## config.mk

```make
export PLATFORM = sky130hd
export DESIGN_NAME = route_turn_unit
export DESIGN_NICKNAME = d
export VERILOG_FILES = /design/src/rtl/rtc_pkg.sv /design/src/rtl/rtc_span.sv /design/src/rtl/rtc_policy.sv /design/src/rtl/rtc_pick.sv /design/src/rtl/route_turn_unit.sv
export SDC_FILE = /design/constraint.sdc
export NUM_CORES = 1
export LEC_CHECK = 0
export BUFFER_PORTS_ARGS = -buffer_cell sky130_fd_sc_hd__clkbuf_2
export CAP_MARGIN = 0
export CORE_UTILIZATION = 48
export DETAILED_ROUTE_END_ITERATION = 8
export PLACE_DENSITY = 0.77
export SYNTH_ARGS = -nofsm -noshare
export SYNTH_HDL_FRONTEND = slang
export SYNTH_SLANG_ARGS = --single-unit
```

## constraint.sdc

```tcl
create_clock -name clk -period 2.45 [get_ports clk]
set_input_delay 0.735 -clock clk [delete_from_list [all_inputs] [get_ports clk]]
set_output_delay 0.735 -clock clk [all_outputs]
set_load 0.005 [all_outputs]
```

## src/rtl/rtc_pkg.sv

```systemverilog
package rtc_pkg;

    localparam int NPORT = 5;

    typedef enum logic [2:0] {
        P_LOCAL = 3'd0,
        P_EAST  = 3'd1,
        P_WEST  = 3'd2,
        P_NORTH = 3'd3,
        P_SOUTH = 3'd4
    } port_e;

    typedef enum logic [2:0] {
        M_XY = 3'd0,
        M_WF = 3'd1,
        M_NL = 3'd2,
        M_NF = 3'd3,
        M_OE = 3'd4
    } mode_e;

    typedef struct packed {
        logic [NPORT-1:0] mask;
        port_e            sel;
        logic             dead;
        logic             bad;
    } route_res_t;

    // Opposite direction; also maps an arrival port to the travel direction.
    function automatic port_e flip(input logic [2:0] p);
        case (p)
            3'd1:    return P_WEST;
            3'd2:    return P_EAST;
            3'd3:    return P_SOUTH;
            3'd4:    return P_NORTH;
            default: return P_LOCAL;
        endcase
    endfunction

    function automatic logic is_x(input port_e p);
        return (p == P_EAST) || (p == P_WEST);
    endfunction

    function automatic logic is_y(input port_e p);
        return (p == P_NORTH) || (p == P_SOUTH);
    endfunction

    // Forbidden-turn test for travel direction tin leaving as tout.
    function automatic logic turn_bad(input logic [2:0] mode, input logic odd,
                                      input port_e tin, input port_e tout);
        logic r;
        if (tin == P_LOCAL || tout == P_LOCAL) return 1'b0;
        if (tin == tout) return 1'b0;
        if (flip(tin) == tout) return 1'b1;
        case (mode)
            M_WF: r = (tout == P_WEST) && is_y(tin);
            M_NL: r = (tin == P_NORTH) && is_x(tout);
            M_NF: r = ((tin == P_EAST) && (tout == P_SOUTH)) ||
                      ((tin == P_NORTH) && (tout == P_WEST));
            M_OE: r = odd ? ((tout == P_WEST) && is_y(tin))
                          : ((tin == P_EAST) && is_y(tout));
            default: r = is_y(tin) && is_x(tout);
        endcase
        return r;
    endfunction

endpackage

```

## src/rtl/rtc_span.sv

```systemverilog
module rtc_span
    import rtc_pkg::*;
#(
    parameter int XW = 4,
    parameter int YW = 4
) (
    input  logic [XW-1:0]    cur_x,
    input  logic [YW-1:0]    cur_y,
    input  logic [XW-1:0]    dst_x,
    input  logic [YW-1:0]    dst_y,
    output logic [NPORT-1:0] need,
    output logic             home
);
    always_comb begin
        need          = '0;
        need[P_EAST]  = dst_x > cur_x;
        need[P_WEST]  = dst_x < cur_x;
        need[P_NORTH] = dst_y > cur_y;
        need[P_SOUTH] = dst_y < cur_y;
        home          = (dst_x == cur_x) && (dst_y == cur_y);
    end
endmodule

```

## src/rtl/rtc_policy.sv

```systemverilog
module rtc_policy
    import rtc_pkg::*;
(
    input  logic [2:0]       mode,
    input  logic             odd,
    input  port_e            tin,
    input  logic [NPORT-1:0] need,
    output logic [NPORT-1:0] allow
);
    logic [NPORT-1:0] pre;
    logic             want_x;
    logic             want_neg;

    always_comb begin
        want_x   = need[P_EAST] | need[P_WEST];
        want_neg = need[P_WEST] | need[P_SOUTH];
        pre      = need;
        case (mode)
            M_WF: if (need[P_WEST]) begin
                pre = '0;
                pre[P_WEST] = 1'b1;
            end
            M_NL: if (want_x) pre[P_NORTH] = 1'b0;
            M_NF: if (want_neg) begin
                pre[P_EAST]  = 1'b0;
                pre[P_NORTH] = 1'b0;
            end
            M_OE: ;
            default: if (want_x) begin
                pre[P_NORTH] = 1'b0;
                pre[P_SOUTH] = 1'b0;
            end
        endcase
    end

    assign allow[0] = 1'b0;
    for (genvar d = 1; d < NPORT; d++) begin : g_dir
        assign allow[d] = pre[d] & ~turn_bad(mode, odd, tin, port_e'(3'(d)));
    end
endmodule

```

## src/rtl/rtc_pick.sv

```systemverilog
module rtc_pick
    import rtc_pkg::*;
(
    input  logic [NPORT-1:0] allow,
    output port_e            sel,
    output logic             dead
);
    always_comb begin
        dead = 1'b0;
        if      (allow[P_EAST])  sel = P_EAST;
        else if (allow[P_WEST])  sel = P_WEST;
        else if (allow[P_NORTH]) sel = P_NORTH;
        else if (allow[P_SOUTH]) sel = P_SOUTH;
        else begin
            sel  = P_LOCAL;
            dead = 1'b1;
        end
    end
endmodule

```

## src/rtl/route_turn_unit.sv

```systemverilog
module route_turn_unit
    import rtc_pkg::*;
#(
    parameter int XW = 4,
    parameter int YW = 4
) (
    input  logic          clk,
    input  logic          rst,
    input  logic          in_valid,
    input  logic [2:0]    mode,
    input  logic [XW-1:0] cur_x,
    input  logic [YW-1:0] cur_y,
    input  logic [XW-1:0] dst_x,
    input  logic [YW-1:0] dst_y,
    input  logic [2:0]    in_port,
    input  logic [2:0]    probe_port,
    output logic          out_valid,
    output logic [4:0]    out_mask,
    output logic [2:0]    out_sel,
    output logic          out_dead,
    output logic          out_bad
);
    logic [NPORT-1:0] need;
    logic [NPORT-1:0] allow;
    logic             home;
    logic             odd;
    port_e            tin;
    port_e            pick_sel;
    logic             pick_dead;
    route_res_t       nxt;
    route_res_t       res_q;
    logic             vld_q;

    assign odd = cur_x[0];
    assign tin = flip(in_port);

    rtc_span #(.XW(XW), .YW(YW)) u_span (
        .cur_x(cur_x), .cur_y(cur_y), .dst_x(dst_x), .dst_y(dst_y),
        .need(need), .home(home)
    );

    rtc_policy u_policy (
        .mode(mode), .odd(odd), .tin(tin), .need(need), .allow(allow)
    );

    rtc_pick u_pick (
        .allow(allow), .sel(pick_sel), .dead(pick_dead)
    );

    always_comb begin
        if (home) begin
            nxt.mask = 5'b00001;
            nxt.sel  = P_LOCAL;
            nxt.dead = 1'b0;
        end else begin
            nxt.mask = allow;
            nxt.sel  = pick_sel;
            nxt.dead = pick_dead;
        end
        if (probe_port > 3'd4) nxt.bad = 1'b1;
        else nxt.bad = turn_bad(mode, odd, tin, port_e'(probe_port));
    end

    always_ff @(posedge clk) begin
        if (rst) begin
            vld_q <= 1'b0;
            res_q <= '0;
        end else begin
            vld_q <= in_valid;
            res_q <= in_valid ? nxt : '0;
        end
    end

    assign out_valid = vld_q;
    assign out_mask  = res_q.mask;
    assign out_sel   = res_q.sel;
    assign out_dead  = res_q.dead;
    assign out_bad   = res_q.bad;
endmodule

```

# Yosys cells after proc, flatten, opt, wreduce, memory -nomap -nowiden
# Index checks and enable logic that the tools add are counted.
# word_totals
reg_bits,11
# op_classes
order_cmp,5
eq_ne,24
muxes,97
n_bitwise,11
reduce_logical,21
# op_table
op,n
two-way mux 1 bit,70
two-way mux 3 bit,15
equality test 3 x 2 -> 1 bit (second input constant),10
case mux 3 bit (4 select lines),2
equality test 3 x 1 -> 1 bit (second input constant),5
equality test 3 bit (second input constant),5
two-way mux 5 bit,2
case mux 1 bit (2 select lines),5
OR reduction 3 bit,3
equality test 4 bit,2
> comparator 4 bit,2
less-than comparator 4 bit,2
case mux 1 bit (4 select lines),2
logical AND 1 bit,7
equality test 3 bit,2
zero test 3 bit,2
OR reduction 6 bit,1
logical OR 1 bit,5
NOT 1 bit,5
bitwise AND 1 bit,4
OR reduction 2 bit,2
OR reduction 4 bit,1
> comparator 3 bit (second input constant),1
two-way mux 2 bit,1
bitwise OR 1 bit,2

# Depth between registers and ports, before layout
# logic_depth
depth_word,21
ltp_mapped,7

# By module
# From an unflattened synthesis, not the netlist that was laid out.
# unflattened
cells_unflattened,154
hier_area_um2,1221.2
# by_module_without_submodules
module,n_inst,cells_each,area_each_um2
route_turn_unit,1,80,690.7
rtc_span,1,31,247.7
rtc_policy,1,37,236.5
rtc_pick,1,6,46.3

# Worst setup path before layout
# OpenSTA, ideal clock, no wires.
# synth_path
path_type,input port to flip-flop
start,in cur_x[1]
end,reg res_q (netlist bit out_sel[2])
setup_time_ns,0.117
arrival_ns,2.118
path_slack_ns,0.215
path_stages,7
n_path_buf,0
cell_sequence,inv_1 -> ha_1 -> and2b_2 -> o211ai_1 -> a211o_1 -> a311o_2 -> and4b_1
# synth_between
elab_chain_cells,6
elab_cells_between_ends,21
cone_classes,order compare (2); eq/ne (1); mux (10); bitwise (6); reduce/logical (2)
# synth_lines
element,line_no,rtl
"start, declared",route_turn_unit.sv:11,"input logic [XW-1:0] cur_x,"
> comparator 4 bit or less-than comparator 4 bit (tied branches),"rtc_span.sv:16, rtc_span.sv:17",
bitwise OR 1 bit (on tied branches),"rtc_policy.sv:15, rtc_policy.sv:16",
two-way mux 2 bit (tied with other cells),rtc_policy.sv:29,default: if (want_x) begin
case mux 1 bit (4 select lines) or case mux 1 bit (2 select lines) (tied branches),rtc_policy.sv:18,case (mode)
bitwise AND 1 bit,rtc_policy.sv:38,"assign allow[d] = pre[d] & ~turn_bad(mode, odd, tin, port_e'(3'(d)));"
OR reduction 6 bit (no source line) or two-way mux 3 bit (tied branches),n/a,
"end signal, assigned",route_turn_unit.sv:70,res_q <= in_valid ? nxt : '0;
"end, declared",route_turn_unit.sv:31,route_res_t res_q;
# Several ways; a longest one is shown, not always the timed one.
# A chain may end at the register's enable or synchronous reset.

# Worst setup path in the final report
# Ends and elaborated chain as after synthesis.

==> reports/metrics.csv <==
stage,metric,value,unit
clock_tree,postCtsHoldBufs,0,
yosys,synth.cell_area,1020,sq um
clock_tree,cts.sinks,11,
timing,fmax,467,MHz
drt,wl_per_cell,11.9,microns
yosys,synth-edff-count,0,
clock_tree,cts_max_level,1,
global_routing,antenna_found_initial,0,
placement,hpwlAfterDp,1.80,mm
floorplanning,die_w,48.2,microns
global_routing,first_global_vias,869,
yosys,synth_fp_nets,162,
timing,worstMarginPinSlew,0.462,ns
run_status,status,"finished, final reports clean",
yosys,synthCells,126,
worst_setup_path,path_cells,clkbuf_2 -> inv_1 -> ha_1 -> and2b_2 -> o211ai_1 -> a211o_1 -> a311o_2 -> and4b_1,
drt,wl,2.28,mm
drt,wl_met2,1.06,mm
drt,highest_layer,met4,
power_and_ir_drop,power_leakage,0.000620,uW
worst_setup_path,slowest_delay,0.36,ns
worst_setup_path,crit_family,compound AO/OA/AOI/OAI gates,
power_and_ir_drop,total_power,474,uW
drt,dr_total_vias,1078,
global_routing,gr-total-overflow,0,
drt,met3_length,140,microns
timing,fin_setup_tns,0,ns
clock_tree,cts_setup_buffers,0,
global_routing,grt_usage,0.219,
worst_setup_path,cp.arrival,2.30,ns
cells_and_area,syn2layout_area_growth,22.8,%
timing,report.final.slew_viol_count,0,
yosys,synthArstFlopShare,0,
timing,fin_crit_sh,0.874,
yosys,syn_area_per_cell,8.13,sq um
drt,ant_nets,0,
clock_tree,cts.root.buffer_cell,clkbuf_4,
cells_and_area,layout_common_cells,"clkbuf_2, inv_1, dfxtp_1, a21oi_1",
worst_setup_path,cp-start-kind,input port,
yosys,synth_cell_types,53,
yosys,synth-seq-cells,11,
floorplanning,core_area,1980,sq um
worst_setup_path,critical_path_required,2.61,ns
drt,drc,0,
flow_run,maxCapViolations,0,
clock_tree,clockBufferDepth,2,
worst_setup_path,path_max_fanout,4,
worst_setup_path,cpMaxStageDelayCell,a211o_1,
timing,setup_viol,0,
cells_and_area,drive_above_1_share,0.352,
yosys,synth_top_area_frac,0.215,
timing,slew_headroom,0.684,
clock_tree,clkTransAtPathRegs,0.06,ns
floorplanning,floorplan.initialDensity,0.517,
cells_and_area,antenna_cells,0,
power_and_ir_drop,ir_drop,0.000206,V
floorplanning,ioPinCount,39,
clock_tree,post_cts_resized,0,
placement,place.gp.congestion,0.923,
global_routing,grt_pass1_wl,3.59,mm
yosys,synth_warnings,0,
worst_hold_path,hold_class,in2reg,
worst_setup_path,crit_buf_inv,2,
yosys,ys_seq_area_frac,0.215,
power_and_ir_drop,p_per_area,376,nW/um^2
drt,viasPerCell,5.61,
worst_setup_path,end_kind,flip-flop,
drt,drtIter0Drc,32,
cells_and_area,layout.cells.most_common,clkbuf_2,
global_routing,grt_max_degree,13,
drt,wl_met1,1.03,mm
floorplanning,die_area,2320,sq um
timing,period_needed,2.14,ns
floorplanning,die_h,48.2,microns
placement,io_buffers,38,
drt,drtPass1Iterations,4,
timing,rsz0062_at_grt,false,
clock_tree,cts_tree,yes,
yosys,dominantRegCellSynth,dfxtp_1,
cells_and_area,nNetsFinal,202,
yosys,synthTopCellsByArea,"dfxtp_1, ha_1, a21oi_1, inv_1, o211ai_1",
worst_setup_path,critPathKind,in2reg,
floorplanning,fp-row-count,16,
clock_tree,cts_buffers,3,
timing,finalHoldViolations,0,
yosys,yosys.area.top_type,dfxtp_1,
Yosys cell counts (2+ instances only):
cell      count
nor3_1        2
inv_1        11
ha_1          8
or3b_2        2
o21ai_0       7
or2b_1        2
a21oi_1      10
nand2b_1      2
o31ai_1       2
clkbuf_1      3
buf_6         2
nand4_1       2
dfxtp_1      11
buf_4         2
nor3b_1       2
o211ai_1      5
nand3_1       3
o22ai_1       2
o21bai_1      2
and2b_2       4
nor2b_1       3
nor2_1        8
layer usage:
layer | vias to the layer above | GRT usage
met3 | 4 | 0.00370
met1 | 474 | 0.284
met2 | 53 | 0.363
met5 | - | 0
met4 | 0 | 0.128
li1 | 547 | -
sequential cells by signal (all words and copies together), names as in the netlist:
| register | count |
|---|---|
| out_mask | 5 |
| out_bad | 1 |
| out_dead | 1 |
| out_valid | 1 |
| out_sel | 3 |
metrics by stage:
step	instances	setup WS, ns	hold WS (ns)	area, sq um	util
after floorplan	126	0.215	0.814	1020	-
after global placement	188	0.0810	0.926	1230	0.622
after detailed placement	188	0.0449	0.926	1230	0.622
after CTS	192	0.324	0.642	1260	0.635
after global routing	192	0.229	0.648	1260	0.635
final	192	0.309	0.653	1260	0.635
cell type report:
| class | count | area, sq um |
|---|---|---|
| Clock buffer | 4 | 26.3 |
| Fill cell | 202 | 723 |
| Inverter | 11 | 41.3 |
| Multi-Input combinational cell | 96 | 709 |
| Sequential cell | 11 | 220 |
| Tap cell | 27 | 33.8 |
| Timing Repair Buffer | 43 | 228 |
report_power, final:
group          internal (uW)  leakage, uW  switching [uW]
logic                   81.7     0.000516            87.5
registers                187    0.0000896            1.70
clock network           62.8    0.0000150            52.9
total                    332     0.000620             142
final timing paths:
kind / end / startpoint / cells after the start / slack (ns)
max: out_sel[2] / cur_x[1] / 8 / 0.31
min: out_mask[0] / rst / 2 / 0.65
cells by family after synthesis:
kind of cell,Yosys count,synth area share
buf+inv,19,0.0928
fa+ha+maj,8,0.0977
xor+xnor,2,0.0171
flops,11,0.215
compound gates,43,0.291
mux,1,0.00977
simple gates,42,0.277
Power figures use the tool's default switching activity.
